### src/rtl/wdk_pkg.sv
package wdk_pkg;
   localparam logic [7:0] OFF_CFG  = 8'h01;
   localparam logic [7:0] OFF_PSC  = 8'h02;
   localparam logic [7:0] OFF_WHI  = 8'h03;
   localparam logic [7:0] OFF_WLO  = 8'h04;
   localparam logic [7:0] OFF_CTRL = 8'h05;
   localparam logic [7:0] OFF_DLO  = 8'h06;
   localparam logic [7:0] OFF_KEY  = 8'h07;
   localparam logic [7:0] OFF_DHI  = 8'h09;

   localparam logic [7:0] KICK_KEY = 8'h5C;

   localparam int CFG_KEY_EN = 5;
   localparam int CFG_SRC    = 4;
   localparam int CFG_DLOCK  = 3;
   localparam int CFG_WLOCK  = 2;
   localparam int CFG_PLOCK  = 1;
   localparam int CFG_CLOCK  = 0;

   localparam int CTRL_STOP  = 5;
   localparam int CTRL_MODE  = 4;
   localparam int CTRL_STAT  = 1;
   localparam int CTRL_WRST  = 0;

   typedef enum logic [1:0] {
      PSC_FAST = 2'd0,
      PSC_MID  = 2'd1,
      PSC_SLOW = 2'd2,
      PSC_RSVD = 2'd3
   } psc_sel_e;
endpackage

### src/rtl/wdk_prescaler.sv
module wdk_prescaler
   import wdk_pkg::*;
#(
   parameter int MID_DIV  = 32,
   parameter int SLOW_DIV = 1024
) (
   input  logic     clk,
   input  logic     rst_n,
   input  logic     ref_tick,
   input  psc_sel_e sel,
   output logic     tick_o
);
   localparam int MID_W  = $clog2(MID_DIV);
   localparam int SLOW_W = $clog2(SLOW_DIV);

   generate
      if ((1 << MID_W) != MID_DIV || (1 << SLOW_W) != SLOW_DIV) begin : g_bad_pow2
         $error("wdk_prescaler: dividers must be powers of two");
      end
      if (MID_DIV < 2 || MID_DIV >= SLOW_DIV) begin : g_bad_order
         $error("wdk_prescaler: need 2 <= MID_DIV < SLOW_DIV");
      end
   endgenerate

   logic [SLOW_W-1:0] div_q;
   logic              wrap;

   always_ff @(posedge clk or negedge rst_n) begin
      if (!rst_n)        div_q <= '0;
      else if (ref_tick) div_q <= div_q + 1'b1;
   end

   always_comb begin
      case (sel)
         PSC_FAST: wrap = 1'b1;
         PSC_MID:  wrap = &div_q[MID_W-1:0];
         default:  wrap = &div_q;
      endcase
   end

   assign tick_o = ref_tick && wrap;
endmodule

### src/rtl/wdk_downcnt.sv
module wdk_downcnt #(
   parameter int CNT_W       = 16,
   parameter bit AUTO_RELOAD = 1'b0
) (
   input  logic             clk,
   input  logic             rst_n,
   input  logic             tick,
   input  logic             enable,
   input  logic             load,
   input  logic [CNT_W-1:0] reload_val,
   output logic [CNT_W-1:0] count,
   output logic             expire_o
);
   logic [CNT_W-1:0] wrap_val;

   generate
      if (AUTO_RELOAD) begin : g_reload
         assign wrap_val = reload_val;
      end else begin : g_hold
         assign wrap_val = '0;
      end
   endgenerate

   logic step;
   assign step     = enable && tick && (count != '0);
   assign expire_o = step && !load && (count == CNT_W'(1));

   always_ff @(posedge clk or negedge rst_n) begin
      if (!rst_n)    count <= '0;
      else if (load) count <= reload_val;
      else if (step) count <= (count == CNT_W'(1)) ? wrap_val : count - 1'b1;
   end
endmodule

### src/rtl/wdk_top.sv
module wdk_top
   import wdk_pkg::*;
#(
   parameter int ADDR_W   = 4,
   parameter int CNT_W    = 16,
   parameter int MID_DIV  = 32,
   parameter int SLOW_DIV = 1024
) (
   input  logic              clk,
   input  logic              rst_n,
   input  logic              ref_tick,
   input  logic              bus_wr,
   input  logic [ADDR_W-1:0] bus_addr,
   input  logic [7:0]        bus_wdata,
   output logic [7:0]        bus_rdata,
   output logic              warn_irq,
   output logic              wdog_rst_req
);
   localparam int PAD_W = 16 - CNT_W;

   generate
      if (ADDR_W < 4 || ADDR_W > 8) begin : g_bad_addr
         $error("wdk_top: ADDR_W must be 4..8");
      end
      if (CNT_W < 2 || CNT_W > 16) begin : g_bad_cnt
         $error("wdk_top: CNT_W must be 2..16");
      end
   endgenerate

   logic [5:0] cfg_q;
   psc_sel_e   psc_q;
   logic [7:0] whi_q, wlo_q, dhi_q, dlo_q;
   logic       stop_q, mode_q, stat_q, rst_req_q;

   function automatic logic hit(input logic [ADDR_W-1:0] a, input logic [7:0] off);
      return a == off[ADDR_W-1:0];
   endfunction

   logic wr_cfg, wr_psc, wr_whi, wr_wlo, wr_ctrl, wr_dlo, wr_dhi, wr_key;
   assign wr_cfg  = bus_wr && hit(bus_addr, OFF_CFG)  && !cfg_q[CFG_CLOCK];
   assign wr_psc  = bus_wr && hit(bus_addr, OFF_PSC)  && !cfg_q[CFG_PLOCK];
   assign wr_whi  = bus_wr && hit(bus_addr, OFF_WHI)  && !cfg_q[CFG_WLOCK];
   assign wr_wlo  = bus_wr && hit(bus_addr, OFF_WLO)  && !cfg_q[CFG_WLOCK];
   assign wr_dhi  = bus_wr && hit(bus_addr, OFF_DHI)  && !cfg_q[CFG_DLOCK];
   assign wr_dlo  = bus_wr && hit(bus_addr, OFF_DLO)  && !cfg_q[CFG_DLOCK];
   assign wr_ctrl = bus_wr && hit(bus_addr, OFF_CTRL);
   assign wr_key  = bus_wr && hit(bus_addr, OFF_KEY);

   logic running, arm_evt, kick_evt, warn_rst_evt, dog_halt;
   assign running      = cfg_q[CFG_DLOCK];
   assign arm_evt      = wr_cfg && bus_wdata[CFG_DLOCK] && !running;
   assign kick_evt     = wr_key && (bus_wdata == KICK_KEY) && cfg_q[CFG_KEY_EN];
   assign warn_rst_evt = wr_ctrl && bus_wdata[CTRL_WRST];
   assign dog_halt     = stop_q && mode_q;

   // register file
   always_ff @(posedge clk or negedge rst_n) begin
      if (!rst_n) begin
         cfg_q  <= '0;
         psc_q  <= PSC_FAST;
         whi_q  <= '0;
         wlo_q  <= '0;
         dhi_q  <= '0;
         dlo_q  <= '0;
         stop_q <= 1'b0;
         mode_q <= 1'b0;
      end else begin
         if (wr_cfg) cfg_q <= bus_wdata[5:0];
         if (wr_psc) psc_q <= psc_sel_e'(bus_wdata[1:0]);
         if (wr_whi) whi_q <= bus_wdata;
         if (wr_wlo) wlo_q <= bus_wdata;
         if (wr_dhi) dhi_q <= bus_wdata;
         if (wr_dlo) dlo_q <= bus_wdata;
         if (wr_ctrl) begin
            stop_q <= bus_wdata[CTRL_STOP];
            mode_q <= bus_wdata[CTRL_MODE];
         end
      end
   end

   // tick generation
   logic psc_tick, dog_tick;
   wdk_prescaler #(.MID_DIV(MID_DIV), .SLOW_DIV(SLOW_DIV)) u_psc (
      .clk      (clk),
      .rst_n    (rst_n),
      .ref_tick (ref_tick),
      .sel      (psc_q),
      .tick_o   (psc_tick)
   );
   assign dog_tick = cfg_q[CFG_SRC] ? psc_tick : ref_tick;

   // watchdog counter
   logic [15:0]      dog_reload16, warn_reload16;
   logic [CNT_W-1:0] dog_cnt, warn_cnt;
   logic             dog_expire, warn_expire;
   assign dog_reload16  = {dhi_q, dlo_q};
   assign warn_reload16 = {whi_q, wlo_q};

   wdk_downcnt #(.CNT_W(CNT_W), .AUTO_RELOAD(1'b0)) u_dog (
      .clk        (clk),
      .rst_n      (rst_n),
      .tick       (dog_tick),
      .enable     (running && !dog_halt),
      .load       (arm_evt || kick_evt),
      .reload_val (dog_reload16[CNT_W-1:0]),
      .count      (dog_cnt),
      .expire_o   (dog_expire)
   );

   wdk_downcnt #(.CNT_W(CNT_W), .AUTO_RELOAD(1'b1)) u_warn (
      .clk        (clk),
      .rst_n      (rst_n),
      .tick       (psc_tick),
      .enable     (running),
      .load       (arm_evt || warn_rst_evt),
      .reload_val (warn_reload16[CNT_W-1:0]),
      .count      (warn_cnt),
      .expire_o   (warn_expire)
   );

   // status and reset request
   always_ff @(posedge clk or negedge rst_n) begin
      if (!rst_n) begin
         stat_q    <= 1'b0;
         rst_req_q <= 1'b0;
      end else begin
         rst_req_q <= dog_expire;
         if (warn_expire)                          stat_q <= 1'b1;
         else if (wr_ctrl && bus_wdata[CTRL_STAT]) stat_q <= 1'b0;
      end
   end

   assign warn_irq     = stat_q;
   assign wdog_rst_req = rst_req_q;

   // read mux
   logic [15:0] dog_live, warn_live;
   generate
      if (PAD_W > 0) begin : g_pad
         assign dog_live  = {{PAD_W{1'b0}}, dog_cnt};
         assign warn_live = {{PAD_W{1'b0}}, warn_cnt};
      end else begin : g_full
         assign dog_live  = dog_cnt;
         assign warn_live = warn_cnt;
      end
   endgenerate

   always_comb begin
      bus_rdata = 8'h00;
      if (hit(bus_addr, OFF_CFG))  bus_rdata = {2'b00, cfg_q};
      if (hit(bus_addr, OFF_PSC))  bus_rdata = {6'b0, psc_q};
      if (hit(bus_addr, OFF_WHI))  bus_rdata = warn_live[15:8];
      if (hit(bus_addr, OFF_WLO))  bus_rdata = warn_live[7:0];
      if (hit(bus_addr, OFF_CTRL)) bus_rdata = {2'b00, stop_q, mode_q, 2'b00, stat_q, 1'b0};
      if (hit(bus_addr, OFF_DLO))  bus_rdata = dog_live[7:0];
      if (hit(bus_addr, OFF_DHI))  bus_rdata = dog_live[15:8];
   end
endmodule

### config.mk
export PLATFORM = sky130hd
export DESIGN_NAME = wdk_top
export DESIGN_NICKNAME = d
export VERILOG_FILES = /design/src/rtl/wdk_pkg.sv /design/src/rtl/wdk_prescaler.sv /design/src/rtl/wdk_downcnt.sv /design/src/rtl/wdk_top.sv
export SDC_FILE = /design/constraint.sdc
export NUM_CORES = 1
export LEC_CHECK = 0
export ABC_AREA = 1
export ABC_CLOCK_PERIOD_IN_PS = 3400
export BUFFER_PORTS_ARGS = -buffer_cell sky130_fd_sc_hd__buf_2
export CAP_MARGIN = 20
export CORE_MARGIN = 2
export CORE_UTILIZATION = 67
export CTS_CLUSTER_DIAMETER = 200
export CTS_CLUSTER_SIZE = 14
export DETAILED_ROUTE_END_ITERATION = 6
export PLACE_DENSITY = 0.86
export REMOVE_ABC_BUFFERS = 1
export SLEW_MARGIN = 20
export SYNTH_ARGS = -nofsm -noshare
export SYNTH_HDL_FRONTEND = slang
export SYNTH_HIERARCHICAL = 1
export SYNTH_SLANG_ARGS = --single-unit
### constraint.sdc
create_clock -name clk -period 3.4 [get_ports clk]
set_clock_uncertainty 0.05 [all_clocks]
set_input_delay 0.17 -clock clk [delete_from_list [all_inputs] [get_ports clk]]
set_output_delay 0.17 -clock clk [all_outputs]
set_load 0.01 [all_outputs]
## Yosys cells after proc, flatten, opt, wreduce, memory -nomap -nowiden

Index checks and enable logic that the tools add are counted.

- Shift-type cells: 0
- Equal/unequal tests: 12
- Reductions and logical operators: 48
- Multipliers: 0
- Add/subtract/negate cells: 3
- Muxes and demuxes: 17
- Magnitude comparators: 0
- Divide/modulo/power cells: 0
- Bitwise operators: 0

Operators with widths:

| cell | count |
|---|---|
| $mux W16 | 6 |
| $mux W8 | 6 |
| $eq A16 B1 Y1 const B | 2 |
| $reduce_bool A16 Y1 | 2 |
| $sub A16 B1 Y16 const B | 2 |
| $logic_and A1 B1 Y1 | 31 |
| $eq A4 B3 Y1 const B | 4 |
| $add A10 B1 Y10 const B | 1 |
| $reduce_and A10 Y1 | 1 |
| $eq A4 B2 Y1 const B | 2 |
| $eq A8 B7 Y1 const B | 1 |
| $logic_not A1 Y1 | 7 |
| $mux W6 | 1 |
| $reduce_bool A2 Y1 | 3 |
| $reduce_and A5 Y1 | 1 |
| $eq A4 B1 Y1 const B | 1 |
| $eq A4 B4 Y1 const B | 1 |
| $mux W1 | 3 |
| $eq A2 B1 Y1 const B | 1 |
| $logic_not A2 Y1 | 1 |
| $logic_or A1 B1 Y1 | 2 |
| $pmux W1 S2 | 1 |

- Memories kept: 0
- Output and inout port bits: 10
- Word-level logic and storage cells: 93
- Bits in read-only memories: 0
- Input port bits: 16
- RAM bits: 0
- Bits in latches: 0
- Register bits: 86

## Logic depth before layout (Yosys ltp)

Gate-level depths: netlist (run 1).

- Word-level depth: 10
- Depth in mapped cells: 14
- Mapped depth without buffers: 13

## Hierarchy

The synthesis (run 1) kept the hierarchy.

Modules (own cells, without submodules):

| module | sequential area each (µm²) | instances | cells an instance | area each (µm²) |
|---|---|---|---|---|
| wdk_top | 1,101.1 | 1 | 258 | 2,140.8 |
| wdk_downcnt (u_dog) | 400.4 | 1 | 192 | 1,332.5 |
| wdk_downcnt (u_warn) | 400.4 | 1 | 220 | 1,321.3 |
| wdk_prescaler | 250.2 | 1 | 53 | 524.3 |

## Least setup slack after synthesis (run 1)

No wires, ideal clock.

- Kind: register to register
- Start point: register u_psc.div_q[0]
- End point: register u_dog.count[7]
- Setup time: 0.122 ns
- Clock period less this slack: 2.202 ns
- Arrival time: 2.030 ns
- Cell stages (with the launch flop): 15
- Required time: 3.228 ns
- Setup slack: 1.198 ns
- Path buffers: 1
- Path through: dfrtp_1 > ha_1 > nand3_1 > inv_1 > ha_1 > o31ai_1 > a21oi_1 > mux2_2 > nand2_1 > inv_1 > nand2_4 > nor2_8 > buf_12 > nand2_2 > nand3_2

- Cells in the longest elaborated chain, start to end: 7
- Elaborated cells on any way between the ends: 8
- Those cells by class: mux (2); reduce/logical (6)

RTL lines:

| element | RTL line | text |
|---|---|---|
| from (decl) | wdk_prescaler.sv:25 | `logic [SLOW_W-1:0] div_q;` |
| from (signal assigned) | wdk_prescaler.sv:30 | `else if (ref_tick) div_q <= div_q + 1'b1;` |
| $reduce_and A10 Y1 / $reduce_and A5 Y1 (equally long branches) | wdk_prescaler.sv:37, wdk_prescaler.sv:36 |  |
| $pmux W1 S2 (*) | wdk_prescaler.sv:34 | `case (sel)` |
| $logic_and A1 B1 Y1 (*) | wdk_prescaler.sv:41 | `assign tick_o = ref_tick && wrap;` |
| via psc_tick | wdk_top.sv:82 | `logic psc_tick, dog_tick;` |
| $mux W1 (*) | wdk_top.sv:90 | `assign dog_tick = cfg_q[CFG_SRC] ? psc_tick : ref_tick;` |
| via dog_tick | wdk_top.sv:82 |  |
| $logic_and A1 B1 Y1 (*) (2 in a row) | wdk_downcnt.sv:25 | `assign step = enable && tick && (count != '0);` |
| $reduce_bool A2 Y1 (no line) (*) | -- |  |
| to (signal assigned) | wdk_downcnt.sv:30 | `else if (load) count <= reload_val;` |
| to (signal assigned) | wdk_downcnt.sv:31 | `else if (step) count <= (count == CNT_W'(1)) ? wrap_val : count - 1'b1;` |
| to (decl) | wdk_downcnt.sv:11 | `output logic [CNT_W-1:0] count,` |

Mark *: on every way through the listed nets, which the timed path passes. The rest lies on a longest branch.
A chain may end at the register's enable or synchronous reset.

## Worst setup path in the final report (run 1)

- Start point: register u_psc.div_q[0]
- End point: register u_warn.count[8]

- Cells in the longest elaborated chain, start to end: 6
- Elaborated cells on any way between the ends: 7
- Those cells by class: mux (1); reduce/logical (6)

RTL lines:

| element | RTL line |
|---|---|
| $reduce_and A10 Y1 / $reduce_and A5 Y1 (equally long branches) | wdk_prescaler.sv:37, wdk_prescaler.sv:36 |
| $pmux W1 S2 (*) | wdk_prescaler.sv:34 |
| $logic_and A1 B1 Y1 (*) | wdk_prescaler.sv:41 |
| via psc_tick | wdk_top.sv:82 |
| $logic_and A1 B1 Y1 (*) (2 in a row) | wdk_downcnt.sv:25 |
| $reduce_bool A2 Y1 (no line) (*) | -- |
| to (signal assigned) | wdk_downcnt.sv:30 |
| to (signal assigned) | wdk_downcnt.sv:31 |
| to (decl) | wdk_downcnt.sv:11 |

Marks and branches as above.

==> out/results.ini, run 1 <==
[routing]
routed_wl_um=13000
drt.antenna.violating_nets=0
viasPerCell=5.64
vias=4813
drtIter0Drc=301
post_drt_wl_per_cell_um=15.2
drtPass1Iterations=5
drc_errors=0

[global_routing]
grt_pass1_wl_um=21800
grt_overflow=0
grt.total_usage=0.318
antenna_found_initial=0
grt_pass1_vias=4629
grt_max_degree=87

[yosys]
synth_cells=723
synthFlopType=dfrtp_1
synthAdderAreaFrac=0.0188
synthTopCellsByCount=nand2_1 (266), dfrtp_1 (86), nor2_1 (77)
synth_xor_area_frac=0.0296
yosysSeqAreaShare=0.405
ys_async_sr_fraction=1.00
synth_edf_count=0
synth_cell_type_count=38
yosys.area_share.simple=0.406
synth_compound_area_frac=0.0635
synth-seq-cells=86
synth_area_leaders=dfrtp_1 (40%), nand2_1 (19%), nor2_1 (5.4%), nand3_1 (4.2%), inv_1 (3.8%)
muxShareOfSynthArea=0.00635
synth_most_common_cell=nand2_1
syn_area_um2=5320
avgSynthCellArea_um2=7.36
synth_top_family_by_area=simple AND/OR/NAND/NOR gates
ys_warn_count=6
yosysTopAreaCellShare=0.405
yosysTopAreaCell=dfrtp_1

[final_layout]
fin_area_um2=5650
drive_above_1_share=0.165
area_growth_pct=6.21
n_fill_cell=614
antenna_cells=0
nNetsFinal=770

[min_path]
hold_class=in2reg

[clock_tree]
worst_skew_pair.late_latency_ns=0.35
cts_resized=0
post_cts_buffers=0
ctsLongestPathBuffers=2
clk_pin_slew_worst_paths_ns=0.09
cts_tree=yes
cts_buffers=9
htreeDepth=3
cts_root_buf=clkbuf_8
clock_sinks=86
hold_buffers=0

[sta]
tightest_slew_ns=0.770
relSlewSlack=0.486
fin_crit_sh=0.731
fmax_mhz=403
setup_viol=0
fin_ws_ns=0.916
min_period_ns=2.48
whs_ns=0.0851
rsz0062_at_grt=no
fin_setup_tns_ns=0
report.final.slew_viol_count=0
hold_viol_final=0

[setup_path]
critPathRequiredTime_ns=3.64
crit_fanout=21
crit_type=reg2reg
worst_setup_path_end_kind=register
crit_arrival_ns=2.73
startpoint_type=register

[flow_run]
maxCapViolCount=0

[power_and_ir_drop]
irDropWorstVdd_mv=0.390
power_density_nw_per_um2=722
leakagePower_nw=2.94

[placed_design]
dp.final_hpwl_um=9410
postPlaceCellArea_um2=5440
dp_worst_setup_slack_ns=1.00
gp_congestion=0.944
port_buffers=25

[floorplanning]
die_w_um=93.1
placementRows=32
fp.dieH_um=93.1
ios=26
core_um2=7730
design.die.area_um2=8670
initial_core_util=0.688

[run_status]
status=complete, no violations

[flip-flops by register name, summed over array words and instances, names as in the netlist]
register      count
whi_q             8
warn_irq          1
u_warn/count     16
wlo_q             8
psc_q             2
cfg_q             6
stop_q            1
mode_q            1
wdog_rst_req      1
dlo_q             8
u_dog/count      16
dhi_q             8
u_psc/div_q      10
[layer usage]
layer | vias up | GRT usage | routed length [um]
met3 | 29 | 0.0467 | 887
met2 | 197 | 0.534 | 6300
met1 | 2261 | 0.422 | 5480
li1 | 2326 | - | -
met4 | 0 | 0.115 | 287
met5 | - | 0 | 0
[critical path: stages (launching register included)]
cell,delay [ns]
dfrtp_1,0.45
ha_1,0.24
nand3_1,0.13
inv_1,0.06
ha_1,0.17
o31ai_1,0.26
a21oi_1,0.09
nand2_1,0.09
inv_1,0.05
nand2_2,0.07
nand2_2,0.27
inv_2,0.32
nand2_1,0.10
nand2_1,0.07
[placed cells by master (no fill, tap or decap), types with 2 or more instances in the layout]
cell type / count
a21oi_1: 3
buf_2: 24
clkbuf_8: 10
clkinv_2: 2
clkinvlp_4: 2
dfrtp_1: 86
ha_1: 8
inv_1: 54
inv_2: 6
mux2_2: 3
nand2_1: 266
nand2_2: 24
nand2_4: 5
nand3_1: 45
nand3_2: 10
nand3b_1: 7
nand4_1: 9
nor2_1: 77
nor2_2: 15
nor2_4: 3
nor3_1: 6
o21a_1: 2
o21ai_0: 30
o21ai_1: 11
o21ai_2: 10
or2_2: 2
xnor2_1: 7
xor2_1: 11
[layout make-up]
class                   instances  area, um^2  share of cell area
clock inverters                 5        58.8              0.0104
multi-input cells             560        2790               0.493
repair buffers                 27         149              0.0264
clock buffers                  11         141              0.0250
well taps                     102         128              0.0226
inverters                      62         234              0.0414
flip-flops and latches         86        2150               0.381
[final timing paths]
kind | start | to | slack, ns | depth (start not counted)
setup / recovery | u_psc/div_q[0] | u_warn/count[8] | 0.92 | 13
setup reg to reg | u_psc/div_q[0] | u_warn/count[8] | 0.92 | 13
hold reg to reg | wlo_q[7] | wlo_q[7] | 0.44 | 2
hold / removal | bus_wdata[3] | cfg_q[3] | 0.09 | 3
max in group asynchronous | rst_n | u_warn/count[7] | 2.41 | 2
min in group asynchronous | rst_n | wlo_q[4] | 0.39 | 2
[through the flow]
| step | total power, mW | util | cells |
|---|---|---|---|
| after detailed placement | 3.31 | 0.703 | 836 |
| after floorplan | 2.88 | - | 708 |
| after CTS | 4.05 | 0.729 | 852 |
| after global placement | 3.22 | 0.703 | 836 |
| after global routing | 4.38 | 0.731 | 853 |
| final | 4.08 | 0.731 | 853 |
[power breakdown]
| group | internal, mW | total [mW] | switching (mW) | leakage [nW] |
|---|---|---|---|---|
| Combinational | 0.606 | 1.58 | 0.978 | 1.75 |
| Clock | 0.360 | 0.743 | 0.382 | 0.0955 |
| Sequential | 1.34 | 1.75 | 0.416 | 1.09 |
| Total | 2.30 | 4.08 | 1.78 | 2.94 |
[cell families after synthesis]
logic type,count (synthesis)
AND/OR/NAND/NOR,473
adder cells (fa/ha/maj),8
flip-flops,86
AO/OA/AOI/OAI,58
multiplexers,3
buffers and inverters,77
XOR/XNOR,18
Note: power is estimated with default switching activity, not from simulation.
==> inputs of run 2 (changes only) <==
Settings changed: ABC_CLOCK_PERIOD_IN_PS 3400 to 2500, CORE_UTILIZATION 67 to 62, PLACE_DENSITY 0.86 to 0.8.
Clock period 3.4 ns to 2.5 ns, I/O delays scaled along.
==> out/results.ini, run 2 (synthesized netlist as in run 1, its figures left out) <==
[run_status]
status=complete, no violations

[setup_path]
crit_type=reg2reg
path_delay_family=simple AND/OR/NAND/NOR gates
reg2reg_depth=13
critPathRequiredTime_ns=2.70
crit_path_end=u_dog/count[15]
crit_fanout=15
reg2reg_from=u_psc/div_q[0]
crit_path_start=u_psc/div_q[0]
startpoint_type=register
worst_setup_path_end_kind=register
crit_arrival_ns=2.54
critical_path.slowest_cell=dfrtp_1
worst_r2r_endpoint=u_dog/count[15]
path_buf_inv=2
r2r_slack_ns=0.16
path_depth=13
crit_chain=ha_1 > nand3_1 > inv_1 > ha_1 > o31ai_1 > a21oi_1 > mux2_2 > nand2_1 > inv_1 > nand2_4 > nor2_8 > nand2_1 > nand3_1
critPathMaxStageDelay_ns=0.42

[floorplanning]
die_w_um=96.6
ios=26
core_um2=8260
placementRows=33
initial_core_util=0.644
fp.dieH_um=96.6
design.die.area_um2=9340

[power_and_ir_drop]
power_density_nw_per_um2=983
leakagePower_nw=2.99
irDropWorstVdd_mv=0.526

[global_routing]
met1_usage=0.373
top_usage_layer=met2
grt_pass1_vias=4707
met2_usage=0.510
grt_pass1_wl_um=22200
grt.total_usage=0.292
antenna_found_initial=0
grt_overflow=0
gr-usage-met3=0.0332
grt_max_degree=47

[placed_design]
port_buffers=25
placed_cells_incl_taps=844
dp_worst_setup_slack_ns=0.0914
dp.final_hpwl_um=9660
postPlaceCellArea_um2=5490
gp_congestion=0.933

[final_layout]
antenna_cells=0
area_growth_pct=8.12
final_common_cell=nand2_1
fin_area_um2=5750
nNetsFinal=779
final_util=0.696
layoutNonFillerInstCount=865
drive_above_1_share=0.175
top_regs=u_dog/count (16), u_warn/count (16), u_psc/div_q (10)
final_cell_mix=nand2_1 (266), dfrtp_1 (86), nor2_1 (77), inv_1 (54), nand3_1 (45)

[clock_tree]
cts_resized=0
htreeDepth=3
clock_sinks=86
clk_pin_slew_worst_paths_ns=0.09
cts_root_buf=clkbuf_8
worst_skew_pair.late_latency_ns=0.37
cts_buffers=9
ctsLongestPathBuffers=2
cts_tree=yes

[flow_run]
maxCapViolCount=0

[sta]
tightest_slew_ns=0.545
hold_viol_final=0
fmax_mhz=427
setup_viol=0
fin_setup_tns_ns=0
rsz0062_at_grt=no
fin_crit_sh=0.937
min_period_ns=2.34
fin_ws_ns=0.158
relSlewSlack=0.636
report.final.slew_viol_count=0

[routing]
drtIter0Drc=313
routed_wl_um=13300
viasPerCell=5.62
drt.antenna.violating_nets=0
post_drt_wl_per_cell_um=15.4
vias=4861
drc_errors=0
drtPass1Iterations=5

[min_path]
hold_class=in2reg

-- run 2: worst min path at each step --
stage | depth (start not counted) | end | slack (ns) | startpoint
6_report | 3 | cfg_q[3] | 0.01 | bus_wdata[3]
5_1_grt | 3 | cfg_q[3] | 0.04 | bus_wdata[3]
4_1_cts | 3 | cfg_q[3] | 0.02 | bus_wdata[3]
3_5_place_dp | 1 | whi_q[4] | 0.09 | rst_n
3_3_place_gp | 1 | whi_q[4] | 0.09 | rst_n
2_1_floorplan | 0 | cfg_q[0] | -0.22 | rst_n
-- run 2: worst reg2reg max path: cells and delay by family, from the launching register on --
family	cells	cell delay, ns
AOI/OAI and AO/OA	2	0.32
DFF	1	0.42
and+or+nand+nor	6	0.64
buffers and inverters	2	0.14
muxes	1	0.27
adders and majority gates	2	0.39
-- run 2: repair_timing --
action	in CTS	in global routing
buffers inserted	0	4
hold buffers	1	0
endpoints found under the hold margin	40	0
endpoints found under the setup margin	0	16
-- run 2: power by group --
group / switching (mW) / leakage (nW) / internal [mW] / total (mW)
clock: 0.535 / 0.0992 / 0.521 / 1.06
sequential: 0.551 / 1.09 / 1.81 / 2.37
combinational: 1.37 / 1.80 / 0.865 / 2.23
-- run 2: metal layers --
metal  vias up  share of wire
li1       2338              -
met1      2305           0.41
met2       182           0.50
met3        36          0.062
met4         0          0.026
met5         -              0
-- run 2: final cells by class --
class | instances | area, um^2
Inverter | 62 | 234
Tap cell | 105 | 131
Timing Repair Buffer | 36 | 238
Multi-Input combinational cell | 560 | 2790
Fill cell | 703 | 2510
Clock inverter | 4 | 53.8
Clock buffer | 12 | 155
Sequential cell | 86 | 2150
-- run 2: metrics by stage --
step / power, mW / hold WS, ns
CTS: 5.58 / 0.0182
global route: 6.08 / 0.0363
detailed placement: 4.51 / 0.0946
floorplan: 3.92 / -0.221
finish: 5.65 / 0.0117
global placement: 4.39 / 0.0890
